`src/rtl/fifo_rdy_pkg.sv`:
```
package fifo_rdy_pkg;

  typedef enum logic [1:0] {
    PIN_OFF   = 2'd0,
    PIN_CHAR  = 2'd1,
    PIN_BLOCK = 2'd2
  } pin_mode_e;

  // Pin mode from the two control bits; block mode needs the queues enabled.
  function automatic pin_mode_e mode_of(input logic fe, input logic bk);
    if (!fe) return PIN_OFF;
    if (bk)  return PIN_BLOCK;
    return PIN_CHAR;
  endfunction

  // Number of bytes a queue may hold in a given mode.
  function automatic int cap_of(input pin_mode_e m, input int depth);
    return (m == PIN_OFF) ? 1 : depth;
  endfunction

  // Trigger level clamped into 1..depth.
  function automatic int trig_clamp(input int t, input int depth);
    if (t < 1)     return 1;
    if (t > depth) return depth;
    return t;
  endfunction

endpackage

```
`src/rtl/rdy_byte_fifo.sv`:
```
module rdy_byte_fifo #(
  parameter  int DEPTH = 64,
  parameter  int DW    = 8,
  localparam int LW    = $clog2(DEPTH + 1),
  localparam int PW    = $clog2(DEPTH)
) (
  input  logic          clk,
  input  logic          rst,
  input  logic [LW-1:0] cap,
  input  logic          push,
  input  logic [DW-1:0] din,
  input  logic          pop,
  output logic [DW-1:0] dout,
  output logic [LW-1:0] cnt,
  output logic          push_ok,
  output logic          pop_ok
);

  logic [DW-1:0] mem [DEPTH];
  logic [PW-1:0] wp, rp;

  function automatic logic [PW-1:0] ptr_next(input logic [PW-1:0] p);
    return (p == PW'(DEPTH - 1)) ? '0 : p + 1'b1;
  endfunction

  assign pop_ok  = pop && (cnt != '0);
  assign push_ok = push && ((cnt < cap) || pop_ok);
  assign dout    = (cnt != '0) ? mem[rp] : '0;

  always_ff @(posedge clk) begin
    if (rst) begin
      wp  <= '0;
      rp  <= '0;
      cnt <= '0;
    end else begin
      if (push_ok) wp <= ptr_next(wp);
      if (pop_ok)  rp <= ptr_next(rp);
      case ({push_ok, pop_ok})
        2'b10:   cnt <= cnt + 1'b1;
        2'b01:   cnt <= cnt - 1'b1;
        default: cnt <= cnt;
      endcase
    end
  end

  always_ff @(posedge clk) begin
    if (push_ok) mem[wp] <= din;
  end

endmodule

```
`src/rtl/rdy_pin_logic.sv`:
```
module rdy_pin_logic
  import fifo_rdy_pkg::*;
#(
  parameter  int DEPTH = 64,
  localparam int LW    = $clog2(DEPTH + 1)
) (
  input  logic          clk,
  input  logic          rst,
  input  pin_mode_e     mode,
  input  logic [LW-1:0] trig_eff,
  input  logic [LW-1:0] tx_cnt,
  input  logic [LW-1:0] rx_cnt,
  input  logic          rx_timeout,
  output logic          mode_chg,
  output logic          blk_latch,
  output logic          txrdy_n,
  output logic          rxrdy_n
);

  pin_mode_e mode_q;
  logic      rx_nonempty, lvl_hit, latch_d;

  assign mode_chg    = (mode != mode_q);
  assign rx_nonempty = (rx_cnt != '0);
  assign lvl_hit     = (rx_cnt >= trig_eff);
  // Hold the latch until empty; a mode change drops the held value.
  assign latch_d     = rx_nonempty &&
                       ((blk_latch && !mode_chg) || lvl_hit || rx_timeout);

  always_ff @(posedge clk) begin
    if (rst) begin
      mode_q    <= PIN_OFF;
      blk_latch <= 1'b0;
      txrdy_n   <= 1'b0;
      rxrdy_n   <= 1'b1;
    end else begin
      mode_q    <= mode;
      blk_latch <= latch_d;
      if (mode == PIN_BLOCK) begin
        rxrdy_n <= !latch_d;
        txrdy_n <= (tx_cnt == LW'(DEPTH));
      end else begin
        rxrdy_n <= !rx_nonempty;
        txrdy_n <= (tx_cnt != '0);
      end
    end
  end

endmodule

```
`src/rtl/fifo_ready_gen.sv`:
```
module fifo_ready_gen
  import fifo_rdy_pkg::*;
#(
  parameter  int DEPTH = 64,
  parameter  int DW    = 8,
  localparam int LW    = $clog2(DEPTH + 1)
) (
  input  logic          clk,
  input  logic          rst,
  input  logic          fifo_en,
  input  logic          blk_mode,
  input  logic [LW-1:0] rx_trig,
  input  logic          rx_timeout,
  input  logic          host_wr,
  input  logic [DW-1:0] host_wdata,
  input  logic          host_rd,
  output logic [DW-1:0] host_rdata,
  input  logic          ser_tx_pop,
  output logic [DW-1:0] ser_tx_data,
  input  logic          ser_rx_push,
  input  logic [DW-1:0] ser_rx_data,
  output logic [LW-1:0] tx_level,
  output logic [LW-1:0] rx_level,
  output logic          tx_ovf,
  output logic          txrdy_n,
  output logic          rxrdy_n
);

  pin_mode_e     mode;
  logic [LW-1:0] cap, trig_eff;
  logic          tx_push_ok, tx_pop_ok, rx_push_ok, rx_pop_ok;
  logic          mode_chg, blk_latch;

  assign mode     = mode_of(fifo_en, blk_mode);
  assign cap      = LW'(cap_of(mode, DEPTH));
  assign trig_eff = LW'(trig_clamp(int'(rx_trig), DEPTH));

  rdy_byte_fifo #(.DEPTH(DEPTH), .DW(DW)) tx_q (
    .clk(clk), .rst(rst), .cap(cap),
    .push(host_wr), .din(host_wdata),
    .pop(ser_tx_pop), .dout(ser_tx_data),
    .cnt(tx_level), .push_ok(tx_push_ok), .pop_ok(tx_pop_ok)
  );

  rdy_byte_fifo #(.DEPTH(DEPTH), .DW(DW)) rx_q (
    .clk(clk), .rst(rst), .cap(cap),
    .push(ser_rx_push), .din(ser_rx_data),
    .pop(host_rd), .dout(host_rdata),
    .cnt(rx_level), .push_ok(rx_push_ok), .pop_ok(rx_pop_ok)
  );

  rdy_pin_logic #(.DEPTH(DEPTH)) pins (
    .clk(clk), .rst(rst), .mode(mode), .trig_eff(trig_eff),
    .tx_cnt(tx_level), .rx_cnt(rx_level), .rx_timeout(rx_timeout),
    .mode_chg(mode_chg), .blk_latch(blk_latch),
    .txrdy_n(txrdy_n), .rxrdy_n(rxrdy_n)
  );

  always_ff @(posedge clk) begin
    if (rst)                         tx_ovf <= 1'b0;
    else if (host_wr && !tx_push_ok) tx_ovf <= 1'b1;
  end

endmodule

```
`config.mk`:
```
export PLATFORM = sky130hd
export DESIGN_NAME = fifo_ready_gen
export DESIGN_NICKNAME = d
export VERILOG_FILES = /design/src/rtl/fifo_rdy_pkg.sv /design/src/rtl/rdy_byte_fifo.sv /design/src/rtl/rdy_pin_logic.sv /design/src/rtl/fifo_ready_gen.sv
export SDC_FILE = /design/constraint.sdc
export NUM_CORES = 1
export LEC_CHECK = 0
export BUFFER_PORTS_ARGS = -buffer_cell sky130_fd_sc_hd__buf_2
export CORE_ASPECT_RATIO = 1.75
export CORE_MARGIN = 3
export CORE_UTILIZATION = 55
export CTS_CLUSTER_DIAMETER = 40
export DETAILED_ROUTE_END_ITERATION = 8
export HOLD_SLACK_MARGIN = 0.06
export PLACE_DENSITY = 0.71
export SLEW_MARGIN = 20
export SYNTH_ARGS = -nofsm -noshare
export SYNTH_HDL_FRONTEND = slang
export SYNTH_SLANG_ARGS = --single-unit
```
`constraint.sdc`:
```
create_clock -name clk -period 4.2 [get_ports clk]
set_input_delay 0.84 -clock clk [delete_from_list [all_inputs] [get_ports clk]]
set_output_delay 0.84 -clock clk [all_outputs]
set_load 0.01 [all_outputs]
```
==> impl_results.md <==
- Final Wtd Congestion: 0.9091
- PD cells: 554.6 nW/um2
- Seq cells post-synth: 1080
- Placed cell area: 44820 um2
- Pins Over Slew Limit: 0
- Crit start category: flip-flop
- FF-to-FF End: rx_q.cnt[6]$_SDFFE_PP0P_
- Post-route cell area: 48200 um2
- CP Max Fanout: 39
- Clock transition at path regs: 70 ps
- Unrepaired setup endpoints after global routing: yes
- # setup viols final: 0
- Largest net degree at the start of global routing: 64
- Distinct cells, synth: 63
- Critical path type: flip-flop to output pin
- Number of synthesized flops with an enable pin: 1024
- Clk buf depth: 3
- GRT Util Overall: 25.31%
- Placed wire-length estimate: 68330 um
- Routed WL per cell: 29.53 um
- Leakage: 15.10 nW
- Outcome: finished clean
- CP Capture Type: output pin
- CTS tree: done
- Total of warnings raised by yosys: 0
- Sequential area share after synthesis: 74.98%
- Most instantiated library cell after synthesis: edfxtp_1
- Hold buffer count at cts: 0
- DRT Pass-1 Iters: 5
- Die Wd: 216.1 um
- Die height: 373.8 um
- Core area: 76450 um2
- Period utilization: 97.34%
- Synth Flop Type: edfxtp_1
- Final wirelength: 100900 um
- Synth top area cells: edfxtp_1 72%, mux4_2 14%, dfxtp_1 2.6%
- DR vias/cell: 6.264
- Final setup margin: 111.8 ps
- Overflow left after global routing: 0
- Hold Crit Class: input port to flip-flop
- Vias: 21390
- Ports: 65
- Final hold violations: 0
- Fraction of layout cells with a size suffix above 1: 28.95%
- H-tree level count: 3
- Min-Delay Endpoint: pins.mode_q[0]$_SDFF_PP0_
- Cts bufs inserted: 99
- Drt initial violations: 1992
- Final nets: 2374
- WHS Path Cells: 2
- Clk_lat worst skew: 680 ps
- Mapped cell area: 42510 um2
- Fraction of registers with async set/reset: 0%
- P&R area growth vs syn: 13.40%
- DRC viols: 0
- Setup Skew: 29.34 ps
- CP Data Arrival Time: 3250 ps
- Global-route wire length before repair: 148900 um
- Post-layout min period: 4088 ps
- Worst Reg2Reg Path Length in Cells: 12
- Syn_nets: 2164
- Max transition margin: 26.26%
- Clock Sinks: 1080
- Buffers on Ports: 64
- Synth Instances: 2107
- Area leader, netlist: edfxtp_1
- Syn avg cell area: 20.17 um2
- Pre-CTS WS: 543.9 ps
- Routed Antenna Nets: 0
- Hold_sp: blk_mode
- Synth cell count leaders: 1024 x edfxtp_1, 273 x mux4_2, 173 x nor2_1
- Total of max-cap violations: 0
- Vias in the first global route: 22467
- Initial Util: 55.60%
- Fmax: 244.6 MHz
- DIE AREA: 80790 um2
- Req. time, crit path: 3360 ps
- Row Count: 134
- Share of the synthesized area in the top cell type: 72.34%
- Root buffer cell: clkbuf_16
- VDD IR-drop max: 0.0005711 V
- RR Startpoint: rx_q.cnt[2]$_SDFFE_PP0P_
- R2r setup slk: 810 ps
- Worst-Margin Slew: 1106 ps
- Initial antenna violation count: 2
[per-layer routing]
metal  track usage, %  vias to the layer above  share of wire [%]
li1                 -                     9099                  -
met1            27.69                    11094                 32
met2            46.17                      934                 55
met3            3.295                      263                5.0
met4            16.02                        0                7.5
met5                0                        -                  0
[final cells by class]
type                            instances  area (um2)
Multi-Input combinational cell        904       10100
Clock inverter                         70       713.2
Clock buffer                          108        2521
Tap cell                             1020        1276
Antenna cell                            1       2.502
Inverter                               16       60.06
Fill cell                            5240       28250
Sequential cell                      1080       31890
Timing Repair Buffer                  216        1639
[through the flow]
stage / hold slack (ps) / total power [mW] / setup TNS, ps / util, % / std cells
after floorplan: 467.7 / 15.95 / 0 / - / 2107
after global placement: 488.7 / 17.87 / 0 / 58.59 / 3224
after detailed placement: 495.9 / 17.98 / 0 / 58.62 / 3225
after CTS: 352.2 / 26.82 / 0 / 62.87 / 3403
after global routing: 377.9 / 27.64 / -7.286 / 63.04 / 3414
final: 380.4 / 26.73 / 0 / 63.05 / 3415
[state kept, by name (all words and copies together) (netlist names), named ones only]
register,flops
rx_q.wp,6
tx_ovf,1
tx_q.wp,6
tx_q.rp,6
pins.mode_q,2
rx_q.cnt,7
tx_q.mem,512
rx_q.mem,512
pins.rxrdy_n,1
pins.blk_latch,1
rx_q.rp,6
tx_q.cnt,7
pins.txrdy_n,1
[critical path: stages, from the launching register on]
cell and delay [ps]:
dfxtp_4 450, buf_16 300, mux4_2 640, mux2_2 290, o221ai_1 240, o21ai_0 160, nand3_1 170, o21ai_0 120
buf_2 160
[timing repair]
item	4_1_cts	5_1_grt
hold endpoints to repair	0	0
endpoints found under the setup margin	5	13
cloned	0	0
buffers inserted	0	11
gates resized for setup	3	4
[cells in the final DEF (no fill, tap or decap), drive strengths merged, types with 6 or more instances in the layout]
master,netlist,routed
edfxtp,1024,1024
mux4,273,273
buf,60,216
nor2,175,175
clkbuf,47,108
nand2,64,64
dfxtp,56,56
o21ai,43,43
clkinv,0,39
mux2i,33,33
inv,16,29
o22ai,28,28
a21oi,28,28
nor2b,27,27
nand3,23,23
ha,23,23
mux2,20,20
o221ai,18,18
a211oi,18,18
nor3,13,13
xnor2,12,12
or3,11,11
nand2b,10,10
clkinvlp,0,9
bufinv,0,9
o211ai,8,8
a31oi,8,8
xor2,7,7
a21o,7,7
or2,6,6
[worst max path at each step]
stage / startpoint / end / depth (start not counted)
global route: flip-flop / host_rdata[7] / 8
finish: flip-flop / host_rdata[7] / 8
floorplan: rx_q.cnt[2]$_SDFFE_PP0P_ / rx_q.cnt[6]$_SDFFE_PP0P_ / 12
global placement: fifo_en / rx_q.mem[16][0]$_DFFE_PP_ / 10
CTS: rx_q.cnt[2]$_SDFFE_PP0P_ / host_rdata[0] / 8
detailed placement: fifo_en / rx_q.mem[47][6]$_DFFE_PP_ / 7
[cells by family (layout without fill, tap and decap cells)]
kind of cell	count (synthesis)	in the layout	share of synthesized area, %
AOI/OAI and AO/OA	185	185	3.061
DFF	1080	1080	74.98
other	0	1	0
muxes	326	326	15.77
and+or+nand+nor	349	349	3.735
adders and majority gates	25	25	0.7712
buffers and inverters	123	410	1.289
xor gates and xnor gates	19	19	0.3915
[power by group]
part / internal, mW / total [mW] / switching [mW]
clock network: 4.96 / 8.93 / 3.97
logic: 2.55 / 5.55 / 3.00
registers: 12.0 / 12.3 / 0.267
(Power assumes the default switching activity.)
